--- config.mk ---
export PLATFORM = sky130hd
export DESIGN_NAME = pwm_fault_guard
export DESIGN_NICKNAME = d
export VERILOG_FILES = /design/src/rtl/pfg_pkg.sv /design/src/rtl/pfg_sync.sv /design/src/rtl/pfg_regs.sv /design/src/rtl/pfg_fault_chan.sv /design/src/rtl/pfg_out_map.sv /design/src/rtl/pwm_fault_guard.sv
export SDC_FILE = /design/constraint.sdc
export NUM_CORES = 1
export LEC_CHECK = 0
export ABC_AREA = 1
export BUFFER_PORTS_ARGS = -buffer_cell sky130_fd_sc_hd__buf_2
export CORE_MARGIN = 3
export CORE_UTILIZATION = 55
export CTS_CLUSTER_SIZE = 10
export DETAILED_ROUTE_END_ITERATION = 6
export PLACE_DENSITY = 0.8
export SYNTH_ARGS = -nofsm -noshare
export SYNTH_HDL_FRONTEND = slang
export SYNTH_SLANG_ARGS = --single-unit
--- constraint.sdc ---
create_clock -name clk -period 2.8 [get_ports clk]
set_clock_uncertainty 0.1 [all_clocks]
set_input_delay 0.28 -clock clk [delete_from_list [all_inputs] [get_ports clk]]
set_output_delay 0.28 -clock clk [all_outputs]
set_load 0.005 [all_outputs]
--- src/rtl/pfg_pkg.sv ---
package pfg_pkg;
  localparam int unsigned NUM_FAULT   = 4;
  localparam int unsigned NUM_PWM     = 6;
  localparam int unsigned NUM_PAIR    = NUM_PWM / 2;
  localparam int unsigned REG_W       = 8;
  localparam int unsigned ADDR_W      = 3;
  localparam int unsigned SYNC_STAGES = 2;

  typedef enum logic [ADDR_W-1:0] {
    ADR_CTRL  = 3'd0,
    ADR_PINEN = 3'd1,
    ADR_STAT  = 3'd2,
    ADR_SWAP  = 3'd3,
    ADR_MASK0 = 3'd4,
    ADR_MASK1 = 3'd5,
    ADR_MASK2 = 3'd6,
    ADR_MASK3 = 3'd7
  } reg_addr_e;

  localparam int unsigned ENH_BIT = REG_W - 1;

  typedef logic [NUM_FAULT-1:0][NUM_PWM-1:0] mask_arr_t;
endpackage

--- src/rtl/pfg_sync.sv ---
module pfg_sync #(
  parameter int unsigned WIDTH  = 4,
  parameter int unsigned STAGES = 2
) (
  input  logic             clk,
  input  logic             rst_n,
  input  logic [WIDTH-1:0] d_async,
  output logic [WIDTH-1:0] q_sync
);
  logic [WIDTH-1:0] stage_q [STAGES];

  always_ff @(posedge clk or negedge rst_n) begin
    if (!rst_n) stage_q[0] <= '0;
    else        stage_q[0] <= d_async;
  end

  for (genvar k = 1; k < STAGES; k++) begin : g_stage
    always_ff @(posedge clk or negedge rst_n) begin
      if (!rst_n) stage_q[k] <= '0;
      else        stage_q[k] <= stage_q[k-1];
    end
  end

  assign q_sync = stage_q[STAGES-1];
endmodule

--- src/rtl/pfg_regs.sv ---
module pfg_regs
  import pfg_pkg::*;
(
  input  logic                 clk,
  input  logic                 rst_n,
  input  logic                 wen,
  input  logic [ADDR_W-1:0]    addr,
  input  logic [REG_W-1:0]     wdata,
  input  logic [NUM_FAULT-1:0] flag,
  output logic [REG_W-1:0]     rdata,
  output logic [NUM_FAULT-1:0] mode_auto,
  output logic [NUM_FAULT-1:0] irq_en,
  output logic [NUM_FAULT-1:0] pin_en,
  output logic [NUM_FAULT-1:0] flag_clr,
  output logic [NUM_PAIR-1:0]  swap_en,
  output mask_arr_t            dis_mask
);
  localparam int unsigned MASK_SEL_W = $clog2(NUM_FAULT);

  logic enh_q;
  logic wr_ctrl, wr_pin, wr_stat, wr_swap, wr_mask;
  logic [MASK_SEL_W-1:0] mask_sel;
  logic [REG_W-1:0] ctrl_rd, pin_rd;

  assign wr_ctrl  = wen && (addr == ADR_CTRL);
  assign wr_pin   = wen && (addr == ADR_PINEN);
  assign wr_stat  = wen && (addr == ADR_STAT);
  assign wr_swap  = wen && (addr == ADR_SWAP);
  assign wr_mask  = wen && addr[ADDR_W-1];
  assign mask_sel = addr[MASK_SEL_W-1:0];

  // Per-fault fields: mode at odd position, enables at even position.
  for (genvar i = 0; i < NUM_FAULT; i++) begin : g_fault
    always_ff @(posedge clk or negedge rst_n) begin
      if (!rst_n) begin
        mode_auto[i] <= 1'b0;
        irq_en[i]    <= 1'b0;
        pin_en[i]    <= 1'b0;
        dis_mask[i]  <= '0;
      end else begin
        if (wr_ctrl) begin
          mode_auto[i] <= wdata[2*i+1];
          irq_en[i]    <= wdata[2*i];
        end
        if (wr_pin) pin_en[i] <= wdata[2*i];
        if (wr_mask && (mask_sel == MASK_SEL_W'(i))) dis_mask[i] <= wdata[NUM_PWM-1:0];
      end
    end
    assign flag_clr[i]       = wr_stat && wdata[i];
    assign ctrl_rd[2*i+1]    = mode_auto[i];
    assign ctrl_rd[2*i]      = irq_en[i];
    assign pin_rd[2*i+1]     = 1'b0;
    assign pin_rd[2*i]       = pin_en[i];
  end

  always_ff @(posedge clk or negedge rst_n) begin
    if (!rst_n) begin
      enh_q   <= 1'b0;
      swap_en <= '0;
    end else if (wr_swap) begin
      enh_q <= wdata[ENH_BIT];
      if (enh_q) swap_en <= wdata[NUM_PAIR-1:0];
    end
  end

  always_comb begin
    rdata = '0;
    unique case (addr)
      ADR_CTRL:  rdata = ctrl_rd;
      ADR_PINEN: rdata = pin_rd;
      ADR_STAT:  rdata[NUM_FAULT-1:0] = flag;
      ADR_SWAP: begin
        rdata[ENH_BIT]        = enh_q;
        rdata[NUM_PAIR-1:0]   = swap_en;
      end
      default:   rdata[NUM_PWM-1:0] = dis_mask[mask_sel];
    endcase
  end
endmodule

--- src/rtl/pfg_fault_chan.sv ---
module pfg_fault_chan (
  input  logic clk,
  input  logic rst_n,
  input  logic fault_s,
  input  logic pin_en,
  input  logic mode_auto,
  input  logic flag_clr,
  input  logic period_edge,
  output logic flag,
  output logic act
);
  logic detect, release_ok;

  assign detect     = fault_s && pin_en;
  assign release_ok = period_edge && !fault_s && (mode_auto || !flag);

  always_ff @(posedge clk or negedge rst_n) begin
    if (!rst_n) begin
      flag <= 1'b0;
      act  <= 1'b0;
    end else begin
      flag <= detect || (flag && !flag_clr);
      if (detect)          act <= 1'b1;
      else if (release_ok) act <= 1'b0;
    end
  end
endmodule

--- src/rtl/pfg_out_map.sv ---
module pfg_out_map
  import pfg_pkg::*;
(
  input  logic [NUM_PWM-1:0]   pwm_in,
  input  logic [NUM_PAIR-1:0]  pair_comp,
  input  logic [NUM_PAIR-1:0]  swap_en,
  input  logic [NUM_FAULT-1:0] act,
  input  mask_arr_t            dis_mask,
  output logic [NUM_PWM-1:0]   pwm_out
);
  logic [NUM_PWM-1:0] swapped;
  logic [NUM_PWM-1:0] kill;

  for (genvar p = 0; p < NUM_PAIR; p++) begin : g_pair
    logic do_swap;
    assign do_swap        = swap_en[p] && pair_comp[p];
    assign swapped[2*p]   = do_swap ? pwm_in[2*p+1] : pwm_in[2*p];
    assign swapped[2*p+1] = do_swap ? pwm_in[2*p]   : pwm_in[2*p+1];
  end

  always_comb begin
    kill = '0;
    for (int i = 0; i < NUM_FAULT; i++) begin
      if (act[i]) kill = kill | dis_mask[i];
    end
  end

  assign pwm_out = swapped & ~kill;
endmodule

--- src/rtl/pwm_fault_guard.sv ---
module pwm_fault_guard
  import pfg_pkg::*;
(
  input  logic                 clk,
  input  logic                 rst_n,
  input  logic                 reg_wen,
  input  logic [ADDR_W-1:0]    reg_addr,
  input  logic [REG_W-1:0]     reg_wdata,
  output logic [REG_W-1:0]     reg_rdata,
  input  logic [NUM_PWM-1:0]   pwm_in,
  input  logic [NUM_PAIR-1:0]  pair_comp,
  input  logic                 period_edge,
  input  logic [NUM_FAULT-1:0] fault_in,
  output logic [NUM_PWM-1:0]   pwm_out,
  output logic [NUM_FAULT-1:0] fault_irq
);
  logic [NUM_FAULT-1:0] fault_s, fault_mode, fault_ie, fault_pe, fault_clr;
  logic [NUM_FAULT-1:0] fault_flag, fault_act;
  logic [NUM_PAIR-1:0]  swap_en;
  mask_arr_t            dis_mask;

  pfg_sync #(.WIDTH(NUM_FAULT), .STAGES(SYNC_STAGES)) u_sync (
    .clk(clk), .rst_n(rst_n), .d_async(fault_in), .q_sync(fault_s)
  );

  pfg_regs u_regs (
    .clk(clk), .rst_n(rst_n), .wen(reg_wen), .addr(reg_addr),
    .wdata(reg_wdata), .flag(fault_flag), .rdata(reg_rdata),
    .mode_auto(fault_mode), .irq_en(fault_ie), .pin_en(fault_pe),
    .flag_clr(fault_clr), .swap_en(swap_en), .dis_mask(dis_mask)
  );

  for (genvar i = 0; i < NUM_FAULT; i++) begin : g_chan
    pfg_fault_chan u_chan (
      .clk(clk), .rst_n(rst_n), .fault_s(fault_s[i]), .pin_en(fault_pe[i]),
      .mode_auto(fault_mode[i]), .flag_clr(fault_clr[i]),
      .period_edge(period_edge), .flag(fault_flag[i]), .act(fault_act[i])
    );
  end

  pfg_out_map u_map (
    .pwm_in(pwm_in), .pair_comp(pair_comp), .swap_en(swap_en),
    .act(fault_act), .dis_mask(dis_mask), .pwm_out(pwm_out)
  );

  assign fault_irq = fault_flag & fault_ie;
endmodule

==> impl_metrics.json, run 1 <==
{
  "clkSlewWorstSetupHoldPaths_ps": 100,
  "cts.path.max_buffers": 2,
  "maximum_resistive_drop_on_vdd_mv": 0.4876,
  "fp-row-count": 26,
  "place.port_buffers": 45,
  "setup.worst_path.end": "reg_rdata[3]",
  "total_via_count_after_detailed_routing": 2572,
  "antenna_left": 0,
  "synth-xor-area-share_pct": 0,
  "die_area_um2": 6412,
  "hold_path_class": "in2reg",
  "critical_path.most_common_cell": "nand2_1",
  "grt_util_all_layers_pct": 23.51,
  "crit_cells": 9,
  "r2r.worst_path.cells": 2,
  "dp_hpwl_um": 5409,
  "yosysWarnings": 0,
  "timing.setup.tns_ps": 0,
  "drt_drc_violations_left": 0,
  "pin_count": 46,
  "max-slew-margin-rel_pct": 60.46,
  "timing.critical_path.cells": "buf_2 -> inv_2 -> nand2_1 -> nor2_2 -> nand2_1 -> nand2_1 -> inv_1 -> nand2_1 -> buf_2",
  "timing.critical_path.arrival_ps": 1430,
  "max_slew_vio_count": 0,
  "worstSetupEndpointType": "output pin",
  "grt_setup_unrepaired": "false",
  "cts_resized": 0,
  "worstSetupPathType": "in2out",
  "drtIter0Drc": 173,
  "total_power_mw": 2.200,
  "timing.rr.end": "g_chan[1].u_chan.act",
  "antenna_cells_inserted": 0,
  "grt_antenna_before_repair": 0,
  "synth_seq_cells": 56,
  "utilization_pct": 65.07,
  "num-nets-final": 457,
  "drt-wirelength-per-cell_um": 14.20,
  "clock-root-buffer": "clkbuf_8",
  "grt_pass1_wl_um": 11340,
  "firstDrtPassIters": 4,
  "core_region_area_um2": 5205,
  "post-route-min-period_ps": 1807,
  "maxClockFrequency_mhz": 553.3,
  "flow.area_growth_from_synthesis_pct": 12.23,
  "routabilityCongestion": 0.9347,
  "postSynth.topFlopCell": "dfrtp_1",
  "worst_pin_slew_ps": 593.1,
  "setup_violations": 0,
  "initial_standard_cell_utilization_of_the_core_pct": 57.98,
  "share_of_the_synthesized_area_in_compound_gates_ao_oa_aoi_oai_pct": 11.28,
  "post-place-ws_ps": 1000,
  "final_layout_size_suffix_gt1_share_pct": 21.63,
  "run_status": "finished clean",
  "r2r_start": "g_chan[1].u_chan.flag",
  "cts_made_buffers": 5,
  "post_synthesis_share_of_cell_area_spent_on_and_or_nand_and_nor_gates_pct": 34.41,
  "cts_tree": "done",
  "clock_sink_count": 56,
  "final.period_utilization_pct": 64.55,
  "first_global_vias": 2330,
  "timing.critical_path.from_type": "input port",
  "synth-edff-count": 0,
  "power_per_cell_area_nw_per_um2": 649.5,
  "critPathBufInv": 4,
  "wl_final_um": 7099,
  "timing.critical_path.fanout_max": 19,
  "maximum_number_of_pins_on_one_net_before_global_route_repair": 32,
  "main_combinational_cell_family_by_area_after_synthesis": "simple AND/OR/NAND/NOR gates",
  "worst_path_dominant_cell_family": "buffers and inverters",
  "synth_top_area_cell": "dfrtp_1",
  "timing.critical_path.slowest_cell_delay_ps": 290,
  "hold_path_depth": 3,
  "max_cap_viol_count": 0,
  "fin_hold_viols": 0,
  "critical_path_required_ps": 2420,
  "crit_slowest_cell": "inv_2",
  "avgViaCountPerCell": 5.144,
  "synth_top_cells_by_area": "dfrtp_1 (46%), nand2_1 (22%), o21ai_2 (4.6%)",
  "reg2reg_slack_ps": 1840,
  "synth.top_cell.area_share_pct": 46.43,
  "die_extent_in_x_um": 80.08,
  "fp.dieH_um": 80.08,
  "synth_cells": 382,
  "syn_area_per_cell_um2": 7.900,
  "post_synth_mux_area_share_pct": 0,
  "leakage_power_nw": 1.818,
  "synth.cell_area_um2": 3018,
  "htreeDepth": 2,
  "clock_network_latency_to_the_later_pin_of_the_worst_skew_pair_ps": 310,
  "post_synth_adder_cell_area_pct": 0,
  "synth-seq-area-share_pct": 46.43,
  "final.setup.worst_slack_ps": 992.7,
  "postSynth.asyncResetShare_pct": 100.0,
  "grt_remaining_overflow": 0,
  "synth_cell_type_count": 28,
  "timing.critical_path.from": "reg_addr[0]",
  "synth.net_count": 410
}
stage by stage:
step / area (um2) / hold slack [ps] / instances
floorplan: 3018 / -115.6 / 382
global placement: 3222 / 209.7 / 487
detailed placement: 3222 / 213.2 / 487
CTS: 3387 / 69.38 / 500
global route: 3387 / 81.00 / 500
finish: 3387 / 77.63 / 500
worst min-delay path by stage:
stage | startpoint | endpoint | slack (ps)
3_5_place_dp | rst_n | u_regs.dis_mask[21] | 210
4_1_cts | reg_wdata[4] | u_regs.dis_mask[22] | 70
5_1_grt | reg_wdata[4] | u_regs.dis_mask[22] | 80
6_report | reg_wdata[4] | u_regs.dis_mask[22] | 80
2_1_floorplan | rst_n | g_chan[0].u_chan.act | -120
3_3_place_gp | rst_n | u_regs.dis_mask[19] | 210
per-layer routing:
metal  up-vias  global-route usage [%]  part of all wire (%)
met3        12                   4.484                   5.1
li1       1302                       -                     -
met2        78                   39.16                    47
met5         -                       0                     0
met4         0                   6.926                   1.9
met1      1180                   31.20                    46
area by class of cell:
type | instances | area (um2)
tap | 70 | 87.58
fill | 486 | 1818
multi-input combinational | 284 | 1379
inverter | 31 | 121.4
timing repair buffer | 51 | 282.8
clock buffer | 5 | 68.82
sequential | 56 | 1401
clock inverter | 3 | 46.29
tightest hold or removal path, delay by kind of cell:
family / cells / cell delay (ps)
buffers and inverters: 1 / 90
AND/OR/NAND/NOR: 1 / 50
AO/OA/AOI/OAI: 1 / 40
report_power, final:
group / total [mW] / switching [mW] / internal, mW / leakage (nW)
sequential: 1.13 / 0.171 / 0.960 / 0.680
combinational: 0.528 / 0.305 / 0.222 / 1.08
clock: 0.541 / 0.272 / 0.270 / 0.0548
total: 2.20 / 0.748 / 1.45 / 1.82
state kept, by name (all words and copies together), names as in the netlist:
register / count
u_regs.dis_mask: 24
u_regs.swap_en: 3
u_regs.pin_en: 4
u_regs.enh_q: 1
u_regs.mode_auto: 4
u_sync.stage_q: 4
g_chan.u_chan.flag: 4
g_chan.u_chan.act: 4
u_regs.irq_en: 4
u_sync.q_sync: 4
cells in the final DEF (no fill, tap or decap), types with 4 or more instances in the layout:
| master | count |
|---|---|
| o21ai_1 | 7 |
| o21ai_2 | 16 |
| buf_2 | 45 |
| dfrtp_1 | 56 |
| nand3_1 | 16 |
| o21ai_0 | 24 |
| nor2_1 | 9 |
| nor3b_1 | 6 |
| clkbuf_8 | 5 |
| inv_1 | 27 |
| nand2_1 | 177 |
| dlygate4sd3_1 | 5 |
| nand2_4 | 4 |
| nand2_2 | 7 |
repair_timing:
| action | in CTS | in global routing |
|---|---|---|
| hold buffers | 5 | 0 |
| hold endpoints to repair | 29 | 0 |
| endpoints found under the setup margin | 0 | 0 |
| setup buffers | 0 | 0 |
cell usage after synthesis (4+ instances only):
cell type / n
buf_6: 5
dfrtp_1: 56
inv_1: 27
nand2_1: 177
nand2_2: 7
nand2_4: 4
nand3_1: 16
nor2_1: 9
nor3b_1: 6
o21ai_0: 24
o21ai_1: 7
o21ai_2: 16
logic make-up after synthesis:
| logic type | count (synthesis) |
|---|---|
| and+or+nand+nor | 230 |
| AOI/OAI and AO/OA | 54 |
| buffers and inverters | 42 |
| DFF | 56 |
Power figures use the tool's default switching activity.
==> run 2: changes to the inputs <==
--- a/config.mk
+++ b/config.mk
@@ -8,10 +8,10 @@
 export ABC_AREA = 1
 export BUFFER_PORTS_ARGS = -buffer_cell sky130_fd_sc_hd__buf_2
 export CORE_MARGIN = 3
-export CORE_UTILIZATION = 55
+export CORE_UTILIZATION = 51
 export CTS_CLUSTER_SIZE = 10
 export DETAILED_ROUTE_END_ITERATION = 6
-export PLACE_DENSITY = 0.8
+export PLACE_DENSITY = 0.78
 export SYNTH_ARGS = -nofsm -noshare
 export SYNTH_HDL_FRONTEND = slang
 export SYNTH_SLANG_ARGS = --single-unit
==> constraint.sdc (replaced) <==
create_clock -name clk -period 1.51 [get_ports clk]
set_clock_uncertainty 0.1 [all_clocks]
set_input_delay 0.151 -clock clk [delete_from_list [all_inputs] [get_ports clk]]
set_output_delay 0.151 -clock clk [all_outputs]
set_load 0.005 [all_outputs]
==> impl_metrics.json, run 2 (synthesis results as in run 1) <==
{
  "registers.top_by_ff_count": "u_regs.dis_mask",
  "setup_violations": 2,
  "firstDrtPassIters": 5,
  "final_layout_size_suffix_gt1_share_pct": 28.03,
  "pin_count": 46,
  "clkSlewWorstSetupHoldPaths_ps": 100,
  "maximum_number_of_pins_on_one_net_before_global_route_repair": 57,
  "most_common_cell_after_layout_fill_and_taps_aside": "nand2_1",
  "grt_setup_unrepaired": "true",
  "timing.setup.tns_ps": -48.19,
  "flow.area_growth_from_synthesis_pct": 18.41,
  "post-route-min-period_ps": 1549,
  "first_global_vias": 2558,
  "avgViaCountPerCell": 5.295,
  "place.port_buffers": 45,
  "violations_in_the_final_reports": "setup timing",
  "grt_antenna_before_repair": 0,
  "power_per_cell_area_nw_per_um2": 1135,
  "leakage_power_nw": 1.899,
  "die_area_um2": 6877,
  "htreeDepth": 2,
  "maxClockFrequency_mhz": 645.7,
  "drt-wirelength-per-cell_um": 14.37,
  "run_status": "complete, but fails checks",
  "maximum_resistive_drop_on_vdd_mv": 0.6991,
  "clock_network_latency_to_the_later_pin_of_the_worst_skew_pair_ps": 310,
  "fin_hold_viols": 0,
  "max_cap_viol_count": 0,
  "grt_remaining_overflow": 0,
  "die_extent_in_x_um": 82.93,
  "drt_drc_violations_left": 0,
  "layout_common_cells": "nand2_1 (171), dfrtp_1 (50), buf_2 (45), inv_1 (26), o21ai_0 (20)",
  "max_slew_vio_count": 0,
  "num-nets-final": 474,
  "initial_standard_cell_utilization_of_the_core_pct": 53.82,
  "clock_sink_count": 56,
  "critical_path_required_ps": 1260,
  "max-slew-margin-rel_pct": 72.57,
  "cts_made_buffers": 5,
  "routabilityCongestion": 0.9286,
  "timing.critical_path.arrival_ps": 1300,
  "post-place-ws_ps": 167.0,
  "grt_util_all_layers_pct": 22.03,
  "cts_tree": "done",
  "grt_pass1_wl_um": 12330,
  "final.period_utilization_pct": 102.6,
  "cts.path.max_buffers": 2,
  "utilization_pct": 63.72,
  "worstSetupPathType": "reg2out",
  "drtIter0Drc": 229,
  "antenna_cells_inserted": 0,
  "worstSetupEndpointType": "output pin",
  "timing.critical_path.from_type": "register",
  "core_region_area_um2": 5608,
  "hold_path_class": "in2reg",
  "largest_register_ff_count": 24,
  "wl_final_um": 7444,
  "worst_pin_slew_ps": 410.5,
  "timing.critical_path.fanout_max": 4,
  "dp_hpwl_um": 5527,
  "final.setup.worst_slack_ps": -38.77,
  "fp.dieH_um": 82.93,
  "total_via_count_after_detailed_routing": 2743,
  "fp-row-count": 27,
  "clock-root-buffer": "clkbuf_8",
  "antenna_left": 0
}
## run 2: metrics by stage
step / cells / hold WS, ps / power [mW] / area, um2
after floorplan: 382 / -244.6 / 2.693 / 3018
after global placement: 495 / 68.79 / 3.068 / 3282
after detailed placement: 495 / 72.18 / 3.114 / 3282
after CTS: 514 / 0.8336 / 3.984 / 3513
after global routing: 518 / 15.12 / 4.316 / 3573
final: 518 / 0.9421 / 4.056 / 3573
## run 2: critical path, cell delays in order, from the launching register on
cell	delay, ps
dfrtp_2	450
buf_6	130
nand2_2	50
nand2_1	40
nor2_1	110
nand2_1	70
buf_2	130
## run 2: cell type report
cell class,instances,area [um2]
Clock inverter,2,12.51
Clock buffer,5,68.82
Timing Repair Buffer,68,439.2
Tap cell,72,90.09
Sequential cell,56,1409
Fill cell,501,2034
Inverter,31,123.9
Multi-Input combinational cell,284,1430
## run 2: path summary, 6_finish.rpt
| kind | startpoint | end | slack, ps | cells after the start |
|---|---|---|---|---|
| max | u_regs.swap_en[2] | reg_rdata[2] | -40 | 6 |
| min | reg_wdata[7] | u_regs.mode_auto[3] | 0.9 | 3 |
| max reg2reg | g_chan[2].u_chan.act | g_chan[2].u_chan.act | 480 | 3 |
| min reg2reg | u_sync.stage_q[4] | u_sync.q_sync[0] | 260 | 0 |
| max in group asynchronous | rst_n | u_regs.swap_en[1] | 770 | 3 |
| min in group asynchronous | rst_n | u_regs.irq_en[0] | 260 | 3 |
## run 2: repair_timing
item,4_1_cts,5_1_grt
endpoints found under the setup margin,6,11
buffers inserted,2,4
hold endpoints to repair,65,0
pin swaps,4,16
resized for setup,17,10
hold buffers,10,0
## run 2: routing by layer
layer | GRT usage, % | vias to the layer above | wire (um)
met1 | 28.73 | 1301 | 3133
met4 | 5.498 | 0 | 100
met2 | 37.83 | 100 | 3713
met3 | 4.167 | 9 | 497
met5 | 0 | - | 0
li1 | - | 1333 | -
## run 2: report_power, final
group / total, mW / switching [mW] / leakage (nW) / internal [mW]
registers: 2.12 / 0.327 / 0.673 / 1.79
logic: 1.16 / 0.639 / 1.19 / 0.524
clock network: 0.774 / 0.458 / 0.0400 / 0.315
total: 4.06 / 1.42 / 1.90 / 2.63
